<file path="src/rtl/e1_sig_pkg.sv">
package e1_sig_pkg;
  localparam int TS_BITS    = 8;
  localparam int FRAME_TS   = 32;
  localparam int MF_FRAMES  = 16;
  localparam int SIG_SLOT   = 16;
  localparam int ADDR_W     = 8;
  localparam int SIG_BASE   = 'h30;
  localparam int STAT1_ADDR = 'h06;
  localparam int STAT2_ADDR = 'h07;
  localparam int Y_POS      = 2;
  localparam int RAI_BIT    = 6;
  localparam int IRQ_BIT    = 7;
  localparam int FW         = $clog2(MF_FRAMES);
endpackage

</file>
<file path="src/rtl/e1_ts16_capture.sv">
module e1_ts16_capture
  import e1_sig_pkg::*;
(
  input  logic               clk_i,
  input  logic               rst_ni,
  input  logic               bit_en_i,
  input  logic               rx_bit_i,
  input  logic               frame_sync_i,
  input  logic               mf_sync_i,
  output logic               byte_we_o,
  output logic [FW-1:0]      byte_idx_o,
  output logic [TS_BITS-1:0] byte_o,
  output logic               mf_end_o
);
  localparam int FRAME_BITS = TS_BITS * FRAME_TS;
  localparam int BW         = $clog2(FRAME_BITS);
  localparam int SLOT_LAST  = SIG_SLOT * TS_BITS + TS_BITS - 1;

  logic [BW-1:0]      bit_cnt_q, cur_bit;
  logic [FW-1:0]      frm_cnt_q, cur_frm;
  logic [TS_BITS-1:0] sh_q;
  logic               mf_seen_q;
  logic               frame_last;

  assign cur_bit    = frame_sync_i ? '0 : bit_cnt_q;
  assign cur_frm    = mf_sync_i ? '0 : frm_cnt_q;
  assign frame_last = cur_bit == BW'(FRAME_BITS - 1);

  always_ff @(posedge clk_i or negedge rst_ni) begin
    if (!rst_ni) begin
      bit_cnt_q <= '0;
      frm_cnt_q <= '0;
      sh_q      <= '0;
      mf_seen_q <= 1'b0;
    end else if (bit_en_i) begin
      sh_q <= {sh_q[TS_BITS-2:0], rx_bit_i};
      if (mf_sync_i) mf_seen_q <= 1'b1;
      if (frame_last) begin
        bit_cnt_q <= '0;
        frm_cnt_q <= (cur_frm == FW'(MF_FRAMES - 1)) ? '0 : cur_frm + 1'b1;
      end else begin
        bit_cnt_q <= cur_bit + 1'b1;
        frm_cnt_q <= cur_frm;
      end
    end
  end

  assign byte_o     = {sh_q[TS_BITS-2:0], rx_bit_i};
  assign byte_idx_o = cur_frm;
  assign byte_we_o  = bit_en_i && (cur_bit == BW'(SLOT_LAST));
  // commit only once alignment has been seen
  assign mf_end_o   = bit_en_i && frame_last && (cur_frm == FW'(MF_FRAMES - 1))
                      && (mf_seen_q || mf_sync_i);
endmodule

</file>
<file path="src/rtl/e1_sig_store.sv">
module e1_sig_store
  import e1_sig_pkg::*;
(
  input  logic                         clk_i,
  input  logic                         rst_ni,
  input  logic                         byte_we_i,
  input  logic [FW-1:0]                byte_idx_i,
  input  logic [TS_BITS-1:0]           byte_i,
  input  logic                         commit_i,
  output logic [MF_FRAMES*TS_BITS-1:0] live_o,
  output logic                         y_o
);
  logic [MF_FRAMES*TS_BITS-1:0] shadow;

  for (genvar i = 0; i < MF_FRAMES; i++) begin : g_reg
    logic [TS_BITS-1:0] sh_q, lv_q;
    always_ff @(posedge clk_i or negedge rst_ni) begin
      if (!rst_ni) begin
        sh_q <= '0;
        lv_q <= '0;
      end else begin
        if (byte_we_i && byte_idx_i == FW'(i)) sh_q <= byte_i;
        if (commit_i) lv_q <= sh_q;
      end
    end
    assign shadow[i*TS_BITS +: TS_BITS] = sh_q;
    assign live_o[i*TS_BITS +: TS_BITS] = lv_q;
  end

  assign y_o = shadow[Y_POS];
endmodule

</file>
<file path="src/rtl/e1_rai_integ.sv">
module e1_rai_integ (
  input  logic clk_i,
  input  logic rst_ni,
  input  logic commit_i,
  input  logic y_i,
  output logic rai_o
);
  logic hist_q;

  always_ff @(posedge clk_i or negedge rst_ni) begin
    if (!rst_ni) begin
      hist_q <= 1'b0;
      rai_o  <= 1'b0;
    end else if (commit_i) begin
      hist_q <= y_i;
      if (y_i && hist_q)        rai_o <= 1'b1;
      else if (!y_i && !hist_q) rai_o <= 1'b0;
    end
  end
endmodule

</file>
<file path="src/rtl/e1_sig_regport.sv">
module e1_sig_regport
  import e1_sig_pkg::*;
(
  input  logic                         clk_i,
  input  logic                         rst_ni,
  input  logic                         rd_en_i,
  input  logic [ADDR_W-1:0]            rd_addr_i,
  input  logic [MF_FRAMES*TS_BITS-1:0] live_i,
  input  logic                         commit_i,
  input  logic                         rai_i,
  output logic [TS_BITS-1:0]           rd_data_o,
  output logic                         irq_o
);
  localparam logic [TS_BITS-1:0] LOW_MASK = {{(TS_BITS/2){1'b0}}, {(TS_BITS/2){1'b1}}};

  logic [TS_BITS-1:0] rd_mux;
  logic               stat2_rd;

  assign stat2_rd = rd_en_i && (rd_addr_i == ADDR_W'(STAT2_ADDR));

  always_comb begin
    rd_mux = '0;
    if (rd_addr_i == ADDR_W'(STAT1_ADDR)) rd_mux[RAI_BIT] = rai_i;
    if (rd_addr_i == ADDR_W'(STAT2_ADDR)) rd_mux[IRQ_BIT] = irq_o;
    for (int i = 0; i < MF_FRAMES; i++) begin
      if (rd_addr_i == ADDR_W'(SIG_BASE + i))
        rd_mux = (i == 0) ? (live_i[i*TS_BITS +: TS_BITS] & LOW_MASK)
                          : live_i[i*TS_BITS +: TS_BITS];
    end
  end

  always_ff @(posedge clk_i or negedge rst_ni) begin
    if (!rst_ni) begin
      rd_data_o <= '0;
      irq_o     <= 1'b0;
    end else begin
      if (rd_en_i) rd_data_o <= rd_mux;
      if (commit_i)      irq_o <= 1'b1;   // set wins over clear
      else if (stat2_rd) irq_o <= 1'b0;
    end
  end
endmodule

</file>
<file path="src/rtl/e1_sig_extract.sv">
module e1_sig_extract
  import e1_sig_pkg::*;
(
  input  logic                clk_i,
  input  logic                rst_ni,
  input  logic                bit_en_i,
  input  logic                rx_bit_i,
  input  logic                frame_sync_i,
  input  logic                mf_sync_i,
  input  logic                rd_en_i,
  input  logic [ADDR_W-1:0]   rd_addr_i,
  output logic [TS_BITS-1:0]  rd_data_o,
  output logic                mf_irq_o,
  output logic                rai_o
);
  logic                         byte_we_w, mf_end_w, y_w;
  logic [FW-1:0]                byte_idx_w;
  logic [TS_BITS-1:0]           byte_w;
  logic [MF_FRAMES*TS_BITS-1:0] live_w;

  e1_ts16_capture i_capture (
    .clk_i, .rst_ni, .bit_en_i, .rx_bit_i, .frame_sync_i, .mf_sync_i,
    .byte_we_o(byte_we_w), .byte_idx_o(byte_idx_w), .byte_o(byte_w), .mf_end_o(mf_end_w)
  );

  e1_sig_store i_store (
    .clk_i, .rst_ni, .byte_we_i(byte_we_w), .byte_idx_i(byte_idx_w), .byte_i(byte_w),
    .commit_i(mf_end_w), .live_o(live_w), .y_o(y_w)
  );

  e1_rai_integ i_rai (
    .clk_i, .rst_ni, .commit_i(mf_end_w), .y_i(y_w), .rai_o(rai_o)
  );

  e1_sig_regport i_regport (
    .clk_i, .rst_ni, .rd_en_i, .rd_addr_i, .live_i(live_w), .commit_i(mf_end_w),
    .rai_i(rai_o), .rd_data_o, .irq_o(mf_irq_o)
  );
endmodule

</file>
<file path="config.mk">
export PLATFORM = sky130hd
export DESIGN_NAME = e1_sig_extract
export DESIGN_NICKNAME = d
export VERILOG_FILES = /design/src/rtl/e1_sig_pkg.sv /design/src/rtl/e1_ts16_capture.sv /design/src/rtl/e1_sig_store.sv /design/src/rtl/e1_rai_integ.sv /design/src/rtl/e1_sig_regport.sv /design/src/rtl/e1_sig_extract.sv
export SDC_FILE = /design/constraint.sdc
export NUM_CORES = 1
export LEC_CHECK = 0
export CAP_MARGIN = 10
export CORE_AREA = 2 2 152 154
export DETAILED_ROUTE_END_ITERATION = 16
export DIE_AREA = 0 0 154 156
export GPL_ROUTABILITY_DRIVEN = 1
export PLACE_DENSITY = 0.71
export REMOVE_ABC_BUFFERS = 1
export SLEW_MARGIN = 40
export SYNTH_ARGS = -nofsm -noshare
export SYNTH_HDL_FRONTEND = slang
export SYNTH_SLANG_ARGS = --single-unit
</file>
<file path="constraint.sdc">
create_clock -name clk_i -period 2.7 [get_ports clk_i]
set_input_delay 0.54 -clock clk_i [delete_from_list [all_inputs] [get_ports clk_i]]
set_output_delay 0.54 -clock clk_i [all_outputs]
set_load 0.02 [all_outputs]
</file>
## After elaboration in Yosys (flattened, before gate mapping)

Cells that the tools add are included.

| cells by class | value |
|---|---|
| $add $sub $neg | 2 |
| equality and inequality tests | 35 |
| multiplexer cells | 27 |
| reduce and logical (&&, ||, !) cells | 31 |

Operators with widths:

| kind | number |
|---|---|
| 8-bit two-way mux | 18 |
| 8-bit by 6-bit equality test with 1-bit output (second input constant) | 16 |
| 4-bit equality test (second input constant) | 8 |
| 1-bit logical AND | 23 |
| 4-bit by 3-bit equality test with 1-bit output (second input constant) | 4 |
| 8-bit by 3-bit equality test with 1-bit output (second input constant) | 2 |
| 8-bit equality test (second input constant) | 2 |
| 4-bit two-way mux | 3 |
| 8-bit by 1-bit adder with 8-bit output (second input constant) | 1 |
| 4-bit by 2-bit equality test with 1-bit output (second input constant) | 2 |
| 1-bit two-way mux | 6 |
| 4-bit by 1-bit adder with 4-bit output (second input constant) | 1 |
| 4-bit by 1-bit equality test with 1-bit output (second input constant) | 1 |
| 4-bit zero test | 1 |
| 2-bit AND reduction | 2 |
| 2-bit nonzero test | 2 |
| 1-bit zero test | 2 |
| 1-bit logical OR | 1 |

| storage, ports and cells | value |
|---|---|
| register bits after elaboration | 279 |
| output and inout port bits | 10 |

## Longest topological paths before layout

| depth | value |
|---|---|
| depth after elaboration | 18 |
| depth in mapped cells | 11 |
| depth with buffers taken out | 9 |

## Modules after synthesis

A second synthesis with hierarchy kept.

| second synthesis, totals | value |
|---|---|
| cells, all modules | 948 |
| area, all modules | 12827.3 sq um |

Modules (own cells, without submodules):

| module | instances | cells an instance | area an instance (sq um) |
|---|---|---|---|
| e1_sig_store | 1 | 564 | 9571.7 |
| e1_sig_regport | 1 | 264 | 1990.7 |
| e1_ts16_capture | 1 | 114 | 1162.4 |
| e1_rai_integ | 1 | 6 | 102.6 |

## Worst setup path before layout

Ideal clock, no wire load.

| timing | value |
|---|---|
| path kind | input port to flip-flop |
| from | input frame_sync_i |
| to | register i_store.g_reg[13].sh_q[0] |
| library setup time | 125 ps |
| data arrival time | 2459 ps |
| data required time | 2575 ps |
| setup slack | 116 ps |
| cell stages on the path | 9 |
| cell sequence | clkbuf_2 nand2b_1 inv_1 ha_1 nand3b_4 nor4_2 nand2_1 nor2_2 mux2_2 |

| on the way | value |
|---|---|
| word-level cells in the longest chain between the ends | 4 |

RTL lines:

| element | line | source |
|---|---|---|
| start: declaration | e1_sig_extract.sv:8 | `input logic frame_sync_i,` |
| 8-bit two-way mux | e1_ts16_capture.sv:25 | `assign cur_bit = frame_sync_i ? '0 : bit_cnt_q;` |
| 8-bit equality test | e1_ts16_capture.sv:50 | `assign byte_we_o = bit_en_i && (cur_bit == BW'(SLOT_LAST));` |
| 1-bit logical AND | e1_ts16_capture.sv:50 |  |
| 1-bit logical AND | e1_sig_store.sv:22 | `if (byte_we_i && byte_idx_i == FW'(i)) sh_q <= byte_i;` |
| end signal: assignment | e1_sig_store.sv:22 |  |
| end: declaration | e1_sig_store.sv:16 | `logic [TS_BITS-1:0] sh_q, lv_q;` |

No other way between the ends.
A chain may end at the register's enable or synchronous reset.

## Final worst setup path

| timing | value |
|---|---|
| from | input frame_sync_i |
| to | register i_store.g_reg[13].sh_q[4] |

The elaborated chain is that of the path after synthesis.

==> flow_summary.toml <==
[grt]
grt_usage_pct = 24.5
grt_max_degree = 79
antenna_found_initial = 0
grt.overflow.total = 0
grt_pass1_wl_um = 45800
grt_pass1_vias = 8100

[power]
p_clk_share_pct = 43.5
intPower_w = 0.00663
total_power_w = 0.00862
combPwrFrac_pct = 5.1
p_per_area_nw_per_um2 = 600
power.leakage_nw = 7.06
p_seq_share_pct = 51.4
swShare_pct = 23.1
ir_worst_vdd_mv = 0.307
switchingPower_w = 0.00199

[logic_synthesis]
synth_top_area_cell = "dfrtp_1"
synth_commonest_cells = "278 x dfrtp_1, 262 x mux2_2, 52 x nand2_1"
synthArstFlopShare_pct = 100
synth.avg_cell_area_um2 = 13.2
syn_inst = 921
ys_seq_area_share_pct = 57.3
synthMostInstantiatedCell = "dfrtp_1"
synth_seq_cells = 278
synth-main-ff-cell = "dfrtp_1"
synth_top_area_share_pct = 57.3
ys_types = 56
synth_edf_count = 0
synth_area_um2 = 12100
ys_warn_count = 0
synth.area.top_cells = "dfrtp_1 57%, mux2_2 24%, o21ai_0 1.6%, nand2_1 1.6%, mux2i_1 1.4%"

[sta]
relSlewSlack_pct = 40.4
rsz0062_at_grt = "false"
hold_violations = 18
clock.fmax_mhz = 422
slew_violations = 0
period_share_pct = 87.8
setup_violations = 0
min_period_ns = 2.37
holdWs_ns = -0.0378
tightest_slew_ns = 0.894
clock_skew_ns = 0.00884

[route]
avgViaCountPerCell = 5.87
ant_nets = 0
wl_per_cell_um = 21.5
drt_iter0_markers = 519
drc = 0
routed_wl_um = 28300
dr.pass1.iters = 5
route.vias.total = 7733

[outcome]
status = "finished, violations left"
failed_checks = "hold timing"

[clock_network]
clk_latency_ns = 0.53
path_clk_slew_ns = 0.06
ctsHoldBuffers = 0
cts_inserted_buffers = 29
cts_root_buf = "clkbuf_16"
cts_buffer_depth = 3
cts_sinks = 278
cts.htree.levels = 1
cts-resized-gates = 0
cts_tree = "built"
cts_setup_buffers = 0

[layout]
final_util_pct = 64.2
drive_above_1_share_pct = 39.8
final_area_um2 = 14400
antenna_cells = 0
area_growth_pct = 18.3
nNetsFinal = 1032
num-fill-cells = 1680

[placed_design]
place.gp.congestion = 0.961
dpl_cell_area_um2 = 13500
port_buffers = 24
hpwl_um = 19200

[floorplanning]
dieArea_um2 = 24000
die_x_um = 154
io-pin-count = 25
rows = 55
initial_core_util_pct = 54.3
dieHeight_um = 156
core-area_um2 = 22400

[critical_path]
startpoint_type = "input pin"
arrival_ns = 2.78
cp_max_fo = 8
critPathRequiredTime_ns = 3.11
crit_path_end_kind = "register"
path_class = "in -> reg"

[job]
drv_cap = 0

[min_path]
hold_class = "in -> async"
[critical path: stages]
cell and delay (ns):
clkdlybuf4s50_1 0.43, nand2b_1 0.17, inv_1 0.06, ha_1 0.21, nand3b_4 0.10, nor4_2 0.21
buf_4 0.16, nand2_1 0.21, nor2_2 0.21, buf_12 0.14, mux2_2 0.34
[cells in the final DEF (no fill, tap or decap), drive strengths merged, types with 4 or more instances in the layout]
cell and instances:
nand3 13, nor2 43, a211oi 5, dfrtp 278, a31oi 7, o31ai 4, clkdlybuf4s50 21, nand2 52
buf 90, o2111ai 4, o21ai 39, and3 6, o31a 4, inv 13, o22ai 11, nor3 8
mux2 262, nor2b 14, clkbuf 50, ha 6, nand2b 10, o221ai 8, mux2i 17, a21oi 25
a22oi 5
[cell type report]
cell class | instances | area (um^2) | area share, %
Sequential cell | 278 | 6960 | 48.4
Multi-Input combinational cell | 577 | 4900 | 34.1
Timing Repair Buffer | 111 | 1200 | 8.36
Clock buffer | 50 | 865 | 6.02
Tap cell | 285 | 357 | 2.48
Inverter | 14 | 52.6 | 0.366
Clock inverter | 2 | 35.0 | 0.244
[kinds of logic (layout without fill, tap and decap cells)]
kind of cell,Yosys count,after routing,synth area share [%]
and+or+nand+nor,157,157,6.59
DFF,278,278,57.3
muxes,280,280,25.9
AOI/OAI and AO/OA,134,134,7.15
buffers and inverters,66,177,2.49
adders and majority gates,6,6,0.618
[registers in the layout (all words and copies together), names as in the netlist]
name                 cells
i_store.g.lv_q         124
i_store.g.sh_q         124
i_capture.bit_cnt_q      8
i_regport.rd_data_o      8
i_capture.sh_q           7
i_capture.frm_cnt_q      4
i_capture.mf_seen_q      1
i_rai.rai_o              1
i_regport.irq_o          1
[per-stage QoR]
stage,TNS [ns],hold slack [ns],setup slack [ns],std cells
6_report,0,-0.0378,0.329,1317
5_1_grt,0,0.0220,0.187,1317
4_1_cts,0,0.00119,0.328,1317
3_5_place_dp,-37.43,0.454,-0.228,1265
3_3_place_gp,-34.95,0.449,-0.214,1265
2_1_floorplan,-270.31,0.244,-2.15,869
[worst paths after layout]
check                           depth (start not counted)  slack [ns]                                     to                               start
worst max-delay path                                   11        0.33  i_store.g_reg[13].sh_q[4]$_DFFE_PN0P_                        frame_sync_i
worst min register to register                          1        0.47        i_capture.mf_seen_q$_DFFE_PN0P_     i_capture.mf_seen_q$_DFFE_PN0P_
worst min-delay path                                    1       -0.04  i_store.g_reg[15].lv_q[7]$_DFFE_PN0P_                              rst_ni
max in group asynchronous                               2        1.83   i_store.g_reg[6].sh_q[2]$_DFFE_PN0P_                              rst_ni
worst max register to register                          9        0.43  i_store.g_reg[13].sh_q[4]$_DFFE_PN0P_  i_capture.bit_cnt_q[1]$_DFFE_PN0P_
min in group clk_i                                      1        0.47        i_capture.mf_seen_q$_DFFE_PN0P_     i_capture.mf_seen_q$_DFFE_PN0P_
[power by group through the flow]
stage | combinational, W | clock [W] | sequential (W)
after detailed placement | 0.000439 | 0 | 0.00450
after floorplan | 0.000144 | 0 | 0.00438
after global routing | 0.000483 | 0.00400 | 0.00444
after CTS | 0.000440 | 0.00383 | 0.00442
after global placement | 0.000433 | 0 | 0.00450
final | 0.000437 | 0.00375 | 0.00443
[layer usage]
metal / global-route usage [%] / wire length (um) / share of wire (%) / vias up
met4: 7.70 / 801 / 2.8 / 0
li1: - / - / - / 3509
met2: 39.0 / 13100 / 46 / 225
met3: 3.22 / 1470 / 5.2 / 59
met5: 0 / 0 / 0 / -
met1: 35.5 / 13000 / 46 / 3940
Note: power is estimated with default switching activity, not from simulation.
